`config.mk`:
```
export PLATFORM = sky130hd
export DESIGN_NAME = audio_dma_channel
export DESIGN_NICKNAME = d
export VERILOG_FILES = /design/src/rtl/dmach_pkg.sv /design/src/rtl/dmach_regs.sv /design/src/rtl/dmach_engine.sv /design/src/rtl/audio_dma_channel.sv
export SDC_FILE = /design/constraint.sdc
export NUM_CORES = 1
export LEC_CHECK = 0
export BUFFER_PORTS_ARGS = -buffer_cell sky130_fd_sc_hd__clkbuf_2
export CORE_UTILIZATION = 55
export CTS_BUF_LIST = sky130_fd_sc_hd__clkbuf_4 sky130_fd_sc_hd__clkbuf_8 sky130_fd_sc_hd__clkbuf_16
export CTS_CLUSTER_DIAMETER = 150
export DETAILED_ROUTE_END_ITERATION = 7
export PLACE_DENSITY_LB_ADDON = 0.15
export SLEW_MARGIN = 20
export SYNTH_ARGS = -nofsm -noshare
export SYNTH_HDL_FRONTEND = slang
export SYNTH_HIERARCHICAL = 1
export SYNTH_SLANG_ARGS = --single-unit
```
`constraint.sdc`:
```
create_clock -name clk -period 7.3 [get_ports clk]
set_clock_uncertainty 0.2 [all_clocks]
set_input_delay 2.19 -clock clk [delete_from_list [all_inputs] [get_ports clk]]
set_output_delay 2.19 -clock clk [all_outputs]
set_load 0.05 [all_outputs]
```
`src/rtl/dmach_pkg.sv`:
```
package dmach_pkg;
  typedef enum logic [1:0] {
    ST_IDLE = 2'd0,
    ST_MEM  = 2'd1,
    ST_AUD  = 2'd2,
    ST_FIN  = 2'd3
  } dma_state_t;

  localparam logic [1:0] SEL_CTRL = 2'd0;
  localparam logic [1:0] SEL_ADDR = 2'd1;
  localparam logic [1:0] SEL_REM  = 2'd2;
endpackage

```
`src/rtl/dmach_regs.sv`:
```
module dmach_regs
  import dmach_pkg::*;
#(
  parameter int ADDR_W = 32,
  parameter int CNT_W  = 24,
  parameter int DATA_W = 32
) (
  input  logic              clk,
  input  logic              rst,
  input  logic              sw_we,
  input  logic [1:0]        sw_sel,
  input  logic [31:0]       sw_wdata,
  output logic [31:0]       sw_rdata,
  input  logic              busy,
  input  logic              adv,
  output logic              en_q,
  output logic [ADDR_W-1:0] addr_q,
  output logic [CNT_W-1:0]  rem_q
);
  localparam logic [ADDR_W-1:0] ADDR_STEP = ADDR_W'(DATA_W / 8);
  localparam logic [CNT_W-1:0]  CNT_STEP  = CNT_W'(DATA_W / 8);

  always_ff @(posedge clk) begin
    if (rst) begin
      en_q     <= 1'b0;
      addr_q   <= '0;
      rem_q    <= '0;
      sw_rdata <= '0;
    end else begin
      if (sw_we && sw_sel == SEL_CTRL) en_q <= sw_wdata[0];
      if (adv) begin
        addr_q <= addr_q + ADDR_STEP;
        rem_q  <= rem_q - CNT_STEP;
      end else if (sw_we && !busy) begin
        if (sw_sel == SEL_ADDR) addr_q <= sw_wdata[ADDR_W-1:0];
        if (sw_sel == SEL_REM)  rem_q  <= sw_wdata[CNT_W-1:0];
      end
      case (sw_sel)
        SEL_CTRL: sw_rdata <= {31'd0, en_q};
        SEL_ADDR: sw_rdata <= 32'(addr_q);
        SEL_REM:  sw_rdata <= 32'(rem_q);
        default:  sw_rdata <= '0;
      endcase
    end
  end

  AST_HOLD_WHILE_BUSY: assert property (@(posedge clk) disable iff (rst)
    (busy && !adv) |=> ($stable(addr_q) && $stable(rem_q)));
  AST_STEP_ONLY_BUSY: assert property (@(posedge clk) disable iff (rst)
    adv |-> busy);
endmodule

```
`src/rtl/dmach_engine.sv`:
```
module dmach_engine
  import dmach_pkg::*;
#(
  parameter bit CAPTURE = 1'b0,
  parameter int CNT_W   = 24,
  parameter int SVC_W   = 16,
  parameter int DATA_W  = 32
) (
  input  logic              clk,
  input  logic              rst,
  input  logic              en,
  input  logic [CNT_W-1:0]  rem,
  input  logic              svc_req,
  input  logic [SVC_W-1:0]  svc_bytes,
  output logic              busy,
  output logic              adv,
  output logic              mem_req,
  input  logic [DATA_W-1:0] mem_rdata,
  input  logic              mem_ack,
  output logic              aud_stb,
  input  logic [DATA_W-1:0] aud_rdata,
  input  logic              aud_ack,
  input  logic              aud_nak,
  output logic [DATA_W-1:0] word_q,
  output logic              irq_q
);
  localparam logic [CNT_W-1:0] STEP = CNT_W'(DATA_W / 8);
  localparam dma_state_t FIRST = CAPTURE ? ST_AUD : ST_MEM;

  dma_state_t        state;
  logic [CNT_W-1:0]  cnt;
  logic [CNT_W-1:0]  svc_ext;
  logic [CNT_W-1:0]  len;
  logic              buf_ld;
  logic              last_word;

  assign svc_ext   = CNT_W'(svc_bytes);
  assign len       = (svc_ext < rem) ? svc_ext : rem;
  assign busy      = (state != ST_IDLE);
  assign mem_req   = (state == ST_MEM);
  assign aud_stb   = (state == ST_AUD);
  assign last_word = (cnt <= STEP);

  generate
    if (CAPTURE) begin : g_cap
      assign adv    = (state == ST_MEM) && mem_ack;
      assign buf_ld = (state == ST_AUD) && aud_ack;
    end else begin : g_play
      assign adv    = (state == ST_AUD) && aud_ack;
      assign buf_ld = (state == ST_MEM) && mem_ack;
    end
  endgenerate

  always_ff @(posedge clk) begin
    if (rst) begin
      state  <= ST_IDLE;
      cnt    <= '0;
      word_q <= '0;
      irq_q  <= 1'b0;
    end else begin
      irq_q <= 1'b0;
      if (buf_ld) word_q <= CAPTURE ? aud_rdata : mem_rdata;
      case (state)
        ST_IDLE: begin
          if (svc_req && len != '0) begin
            cnt   <= len;
            state <= FIRST;
          end
        end
        ST_MEM: begin
          if (mem_ack) begin
            if (CAPTURE) begin
              cnt   <= cnt - STEP;
              state <= last_word ? ST_FIN : ST_AUD;
            end else begin
              state <= ST_AUD;
            end
          end
        end
        ST_AUD: begin
          if (aud_ack) begin
            if (CAPTURE) begin
              state <= ST_MEM;
            end else begin
              cnt   <= cnt - STEP;
              state <= last_word ? ST_FIN : ST_MEM;
            end
          end else if (aud_nak) begin
            state <= ST_FIN;
          end
        end
        default: begin
          irq_q <= en && (rem == '0);
          state <= ST_IDLE;
        end
      endcase
    end
  end

  AST_ZERO_LEN_IDLE: assert property (@(posedge clk) disable iff (rst)
    (state == ST_IDLE && svc_req && (svc_bytes == '0 || rem == '0)) |=> !busy);
  AST_IRQ_ONE_CYCLE: assert property (@(posedge clk) disable iff (rst)
    irq_q |=> !irq_q);
  AST_IRQ_ONLY_DONE: assert property (@(posedge clk) disable iff (rst)
    irq_q |-> (en && rem == '0 && !busy));
  AST_MEM_HOLD: assert property (@(posedge clk) disable iff (rst)
    (mem_req && !mem_ack) |=> mem_req);
  AST_CNT_FITS: assert property (@(posedge clk) disable iff (rst)
    (busy && state != ST_FIN) |-> (cnt != '0 && cnt <= rem));
endmodule

```
`src/rtl/audio_dma_channel.sv`:
```
module audio_dma_channel
  import dmach_pkg::*;
#(
  parameter bit CAPTURE = 1'b0,
  parameter int ADDR_W  = 32,
  parameter int CNT_W   = 24,
  parameter int SVC_W   = 16
) (
  input  logic              clk,
  input  logic              rst,
  input  logic              sw_we,
  input  logic [1:0]        sw_sel,
  input  logic [31:0]       sw_wdata,
  output logic [31:0]       sw_rdata,
  input  logic              svc_req,
  input  logic [SVC_W-1:0]  svc_bytes,
  output logic              svc_busy,
  output logic              mem_req,
  output logic              mem_we,
  output logic [ADDR_W-1:0] mem_addr,
  output logic [31:0]       mem_wdata,
  input  logic [31:0]       mem_rdata,
  input  logic              mem_ack,
  output logic              aud_stb,
  output logic [31:0]       aud_wdata,
  input  logic [31:0]       aud_rdata,
  input  logic              aud_ack,
  input  logic              aud_nak,
  output logic              stream_en,
  output logic              done_irq
);
  localparam int DATA_W = 32;

  logic              adv;
  logic              en_q;
  logic [ADDR_W-1:0] addr_q;
  logic [CNT_W-1:0]  rem_q;
  logic [DATA_W-1:0] word_q;

  dmach_regs #(.ADDR_W(ADDR_W), .CNT_W(CNT_W), .DATA_W(DATA_W)) u_regs (
    .clk(clk), .rst(rst), .sw_we(sw_we), .sw_sel(sw_sel), .sw_wdata(sw_wdata),
    .sw_rdata(sw_rdata), .busy(svc_busy), .adv(adv), .en_q(en_q),
    .addr_q(addr_q), .rem_q(rem_q)
  );

  dmach_engine #(.CAPTURE(CAPTURE), .CNT_W(CNT_W), .SVC_W(SVC_W), .DATA_W(DATA_W)) u_eng (
    .clk(clk), .rst(rst), .en(en_q), .rem(rem_q), .svc_req(svc_req),
    .svc_bytes(svc_bytes), .busy(svc_busy), .adv(adv), .mem_req(mem_req),
    .mem_rdata(mem_rdata), .mem_ack(mem_ack), .aud_stb(aud_stb),
    .aud_rdata(aud_rdata), .aud_ack(aud_ack), .aud_nak(aud_nak),
    .word_q(word_q), .irq_q(done_irq)
  );

  assign mem_we    = CAPTURE;
  assign mem_addr  = addr_q;
  assign mem_wdata = word_q;
  assign aud_wdata = word_q;
  assign stream_en = en_q;

  AST_WE_FIXED: assert property (@(posedge clk) disable iff (rst)
    mem_req |-> (mem_we == CAPTURE));
  AST_ADDR_STABLE: assert property (@(posedge clk) disable iff (rst)
    (mem_req && !mem_ack) |=> $stable(mem_addr));
endmodule

```
Word level (Yosys, flattened, before mapping)
Index checks and enable logic that the tools add are counted.
Storage, ports and cells
  register bits: 148
  bits of input ports: 121
  word-level logic and storage cells: 59
Operators by class
  add/subtract/negate cells: 3
  $lt $le $gt $ge: 2
  equality and inequality tests: 8
  mux-type cells: 17
  reduce and logical (&&, ||, !) cells: 21
Operators with widths (number)
  two-way mux 24 bit: 6
  two-way mux 32 bit: 3
  case mux 32 bit (3 select lines): 1
  case mux 24 bit (2 select lines): 1
  subtractor 24 x 3 -> 24 bit (second input constant): 2
  adder 32 x 3 -> 32 bit (second input constant): 1
  <= comparator 24 x 3 -> 1 bit (second input constant): 1
  zero test 24 bit: 1
  < comparator 16 x 24 -> 1 bit: 1
  nonzero test 24 bit: 1
  two-way mux 2 bit: 5
  nonzero test 2 bit: 5
  logical AND 1 bit: 6
  != test 2 x 1 -> 1 bit (second input constant): 3
  case mux 2 bit (3 select lines): 1
  AND reduction 3 bit: 2
  equality test 2 x 1 -> 1 bit (second input constant): 2
  equality test 2 bit (second input constant): 2
  zero test 2 bit: 2
  AND reduction 2 bit: 2
  OR reduction 4 bit: 1
  != test 3 x 1 -> 1 bit (second input constant): 1
  zero test 1 bit: 1

Depth between registers and ports, before layout
  word-level depth: 6
  depth in mapped cells: 11
  mapped depth without buffers: 9

Cells and area by module
Netlist, hierarchy kept.
Modules (own cells, without submodules)
  dmach_regs: instances 1, cells an instance 505, area an instance 4212.8 µm², sequential area each 1781.7 µm²
  dmach_engine: instances 1, cells an instance 434, area an instance 3293.2 µm², sequential area each 1181.1 µm²
  audio_dma_channel: instances 1, cells an instance 34, area an instance 251.5 µm², sequential area each 0.0 µm²

Least setup slack after synthesis
No wires, ideal clock.
  path type: input to register
  from: in svc_bytes[15]
  to: reg u_eng.cnt[5]
  setup time: 0.128 ns
  arrival time: 4.116 ns
  required time: 6.972 ns
  setup slack: 2.857 ns
  stages: 9
  cells stage by stage: ha_1 -> nand4_1 -> nor3_1 -> a31oi_1 -> a21boi_2 -> buf_6 -> mux2_1 -> a222oi_1 -> nor2_1
Between the ends
  cells in the longest elaborated chain, start to end: 6
  elaborated cells between the ends (all ways): 8
Ends and longest elaborated chain
  from (decl): RTL line audio_dma_channel.sv:16  | input logic [SVC_W-1:0] svc_bytes,
  < comparator 16 x 24 -> 1 bit: RTL line dmach_engine.sv:38  | assign len = (svc_ext < rem) ? svc_ext : rem;
  two-way mux 24 bit *: RTL line dmach_engine.sv:38
  nonzero test 24 bit: RTL line dmach_engine.sv:65  | if (svc_req && len != '0) begin
  logical AND 1 bit: RTL line dmach_engine.sv:65
  != test 2 x 1 -> 1 bit (no line)
  AND reduction 3 bit (no line)
  to (signal assigned): RTL line dmach_engine.sv:66  | cnt <= len;
  to (signal assigned): RTL line dmach_engine.sv:73  | cnt <= cnt - STEP;
  to (signal assigned): RTL line dmach_engine.sv:85  | cnt <= cnt - STEP;
  to (decl): RTL line dmach_engine.sv:31  | logic [CNT_W-1:0] cnt;
Every way passes the cells marked *; elsewhere a longest branch is shown, timed or not. The select of a mux whose other input is x is not followed.
A chain may end at the register's enable or synchronous reset.

Worst setup path after layout
  from: in svc_bytes[15]
  to: reg u_eng.cnt[4]
The elaborated chain is that of the path after synthesis.

==> run_results.csv <==
group,metric,value,unit
power,pwr_density_cell,261,nW/um^2
clocking,cts_tree,"done",
synth,syn_inst,973,
die,die_y,121,um
sta,final.setup.tns,0,ps
outcome,status,"complete, no violations",
critical_path,endpoint_kind,"register",
sta,hold_viol_final,0,
final_layout,antennaDiodeCount,0,
drt,vias,8118,
synth,synth_top_area_frac,0.382,
min_path,hp-class,"reg -> reg",
synth,synth.most_common_cell,"dfxtp_1",
power,peakVddDrop,187,uV
die,initial_utilization,0.561,
place,gp_congestion,0.912,
power,power.static_leakage,3.76,nW
clocking,clk_path_buf_depth,2,
die,die_area,14600,um^2
synth,synth_edf_count,0,
sta,relSlewSlack,0.298,
drt,ant_nets,0,
synth,yosysWarningCount,6,
synth,netlist_top_cells_count,"dfxtp_1, nand2_1, a21oi_1",
place,post-dp-hpwl,16400,um
final_layout,drive_gt1_frac,0.250,
drt,drt_iter0_markers,899,
clocking,hold_buffers,0,
clocking,cts_htree_levels,4,
synth,synth-seq-area-share,0.382,
global_routing,grt_max_degree,74,
clocking,cts_sinks,148,
die,core-area,13800,um^2
critical_path,r2r_start,"u_eng/state[0]$_SDFFE_PP0P_",
sta,holdWs,266,ps
run,drv_cap,0,
global_routing,track_usage,0.317,
critical_path,critPathKind,"in -> reg",
clocking,cts.repair.resized,0,
synth,synth_flop_cell,"dfxtp_1",
synth,syn_area,7760,um^2
critical_path,critPathMaxFanout,16,
critical_path,crit_path_start,"svc_bytes[15]",
sta,fmax,0.205,GHz
die,die_w,121,um
sta,rsz0062_at_grt,"false",
synth,ys_ff_latch,148,
drt,wl_per_cell,17.7,um
global_routing,grt_overflow,0,
critical_path,arrival,4980,ps
clocking,clk_pin_slew,60,ps
sta,min_period,4890,ps
drt,wirelength_met1,10100,um
drt,dr_wl_met2,10800,um
min_path,hold_start,"u_eng/state[0]$_SDFFE_PP0P_",
global_routing,grt_antenna_before_repair,0,
synth,synthTopCellsByArea,"dfxtp_1, nand2_1, a21oi_1",
clocking,cts_setup_buffers,0,
final_layout,num-fill-cells,1216,
die,ioPinCount,255,
synth,yosysTopAreaCell,"dfxtp_1",
final_layout,fin_nets,1269,
sta,slew_viol_final,0,
final_layout,area_growth,19.7,%
power,finalPower,0.00242,W
drt,dr.max_layer_used,"met4",
place,port_buffers,221,
sta,setup_viol,0,
drt,drc_errors,0,
synth,synthArstFlopShare,0,
critical_path,startpoint_type,"primary input",
die,rows,43,
global_routing,grt_pass1_wl,36400,um
drt,via_per_inst,6.15,
drt,dr.pass1.iters,5,
sta,worst_pin_slew,1050,ps
clocking,insertion_delay,420,ps
sta,fin_crit_sh,0.669,
clocking,cts_made_buffers,17,
global_routing,first_global_vias,7050,
drt,totalWireLength,23400,um
synth,syn_area_per_cell,7.97,um^2
synth,synth_cell_types,72,
drt,wl_met3,2030,um
clocking,cts_root_buf,"clkbuf_16",
critical_path,required,7390,ps
synth,syn_nets,1113,
path summary, 6_finish.rpt:
| kind | to | slack [ps] | depth (start not counted) |
|---|---|---|---|
| worst max-delay path | u_eng/cnt[4]$_SDFFE_PP0P_ | 2410 | 9 |
| worst min-delay path | u_eng/irq_q$_SDFF_PP0_ | 270 | 2 |
| worst min register to register | u_eng/irq_q$_SDFF_PP0_ | 270 | 2 |
| worst max register to register | u_regs/addr_q[12]$_SDFFE_PP0P_ | 3560 | 10 |
worst max-delay path, stage by stage:
cell	delay, ps
clkbuf_2	130
ha_1	330
nand4_1	170
nor3_1	340
a31oi_1	230
a21boi_2	800
mux2_2	440
a222oi_1	280
nor2_1	60
cell usage in the layout, fill, tap and decap left out, types with 6 or more instances in the layout:
| master | synthesis | routed |
|---|---|---|
| nand2_1 | 127 | 127 |
| nand2b_1 | 6 | 6 |
| clkbuf_16 | 0 | 17 |
| and4_1 | 7 | 7 |
| clkbuf_2 | 0 | 220 |
| a311oi_1 | 12 | 12 |
| nor2_1 | 86 | 86 |
| and3_1 | 13 | 13 |
| a21oi_1 | 88 | 88 |
| o21ai_1 | 10 | 10 |
| nor4_1 | 18 | 18 |
| o311ai_1 | 11 | 11 |
| or3_1 | 16 | 16 |
| mux2i_1 | 17 | 17 |
| a211o_1 | 6 | 6 |
| dfxtp_1 | 148 | 148 |
| a22oi_1 | 26 | 26 |
| o211ai_1 | 13 | 13 |
| o21ai_0 | 24 | 24 |
| a31oi_1 | 27 | 26 |
| inv_1 | 35 | 35 |
| buf_4 | 34 | 11 |
| nor3_1 | 20 | 20 |
| nand4_1 | 17 | 17 |
| ha_1 | 19 | 19 |
| nand3_1 | 22 | 22 |
| or4_1 | 17 | 17 |
| a211oi_1 | 14 | 14 |
cells by family after synthesis:
kind of cell / count (synthesis) / synth area share
buffers and inverters: 131 / 0.0815
DFF: 148 / 0.382
muxes: 23 / 0.0306
adders and majority gates: 19 / 0.0306
AOI/OAI and AO/OA: 272 / 0.231
other: 1 / 0.000483
xor gates and xnor gates: 2 / 0.00226
and+or+nand+nor: 377 / 0.242
layout make-up:
class                           count  area [um^2]  area share
Clock buffer                       18          439      0.0473
Clock inverter                     13          158      0.0170
Inverter                           37          139      0.0150
Multi-Input combinational cell    694         4180       0.450
Sequential cell                   148         2960       0.319
Tap cell                          180          225      0.0243
Timing Repair Buffer              231         1180       0.127
per-stage QoR:
stage / instances / utilization / area (um^2) / setup slack (ps)
2_1_floorplan: 973 / - / 7760 / 2860
3_3_place_gp: 1290 / 0.628 / 8690 / 2080
3_5_place_dp: 1290 / 0.628 / 8690 / 2030
4_1_cts: 1321 / 0.672 / 9290 / 2500
5_1_grt: 1321 / 0.672 / 9290 / 2190
6_report: 1321 / 0.672 / 9290 / 2410
metal layers:
metal  up-vias  global-route usage
met3        46              0.0604
met5         -                   0
met4         0               0.113
met2       432               0.496
met1      3769               0.433
li1       3871                   -
registers in the layout (all words and copies together), names as in the netlist:
register         flops
u_regs/sw_rdata     32
u_eng/state          2
u_eng/cnt           24
u_eng/word_q        32
u_regs/en_q          1
u_eng/irq_q          1
u_regs/rem_q        24
u_regs/addr_q       32
where the power goes:
group | total [W] | switching, W | internal, W | leakage [nW]
clock network | 0.000888 | 0.000344 | 0.000544 | 0.296
logic | 0.000613 | 0.000413 | 0.000200 | 2.27
registers | 0.000920 | 0.0000629 | 0.000857 | 1.20
total | 0.00242 | 0.000820 | 0.00160 | 3.76
Note: power is estimated with default switching activity, not from simulation.
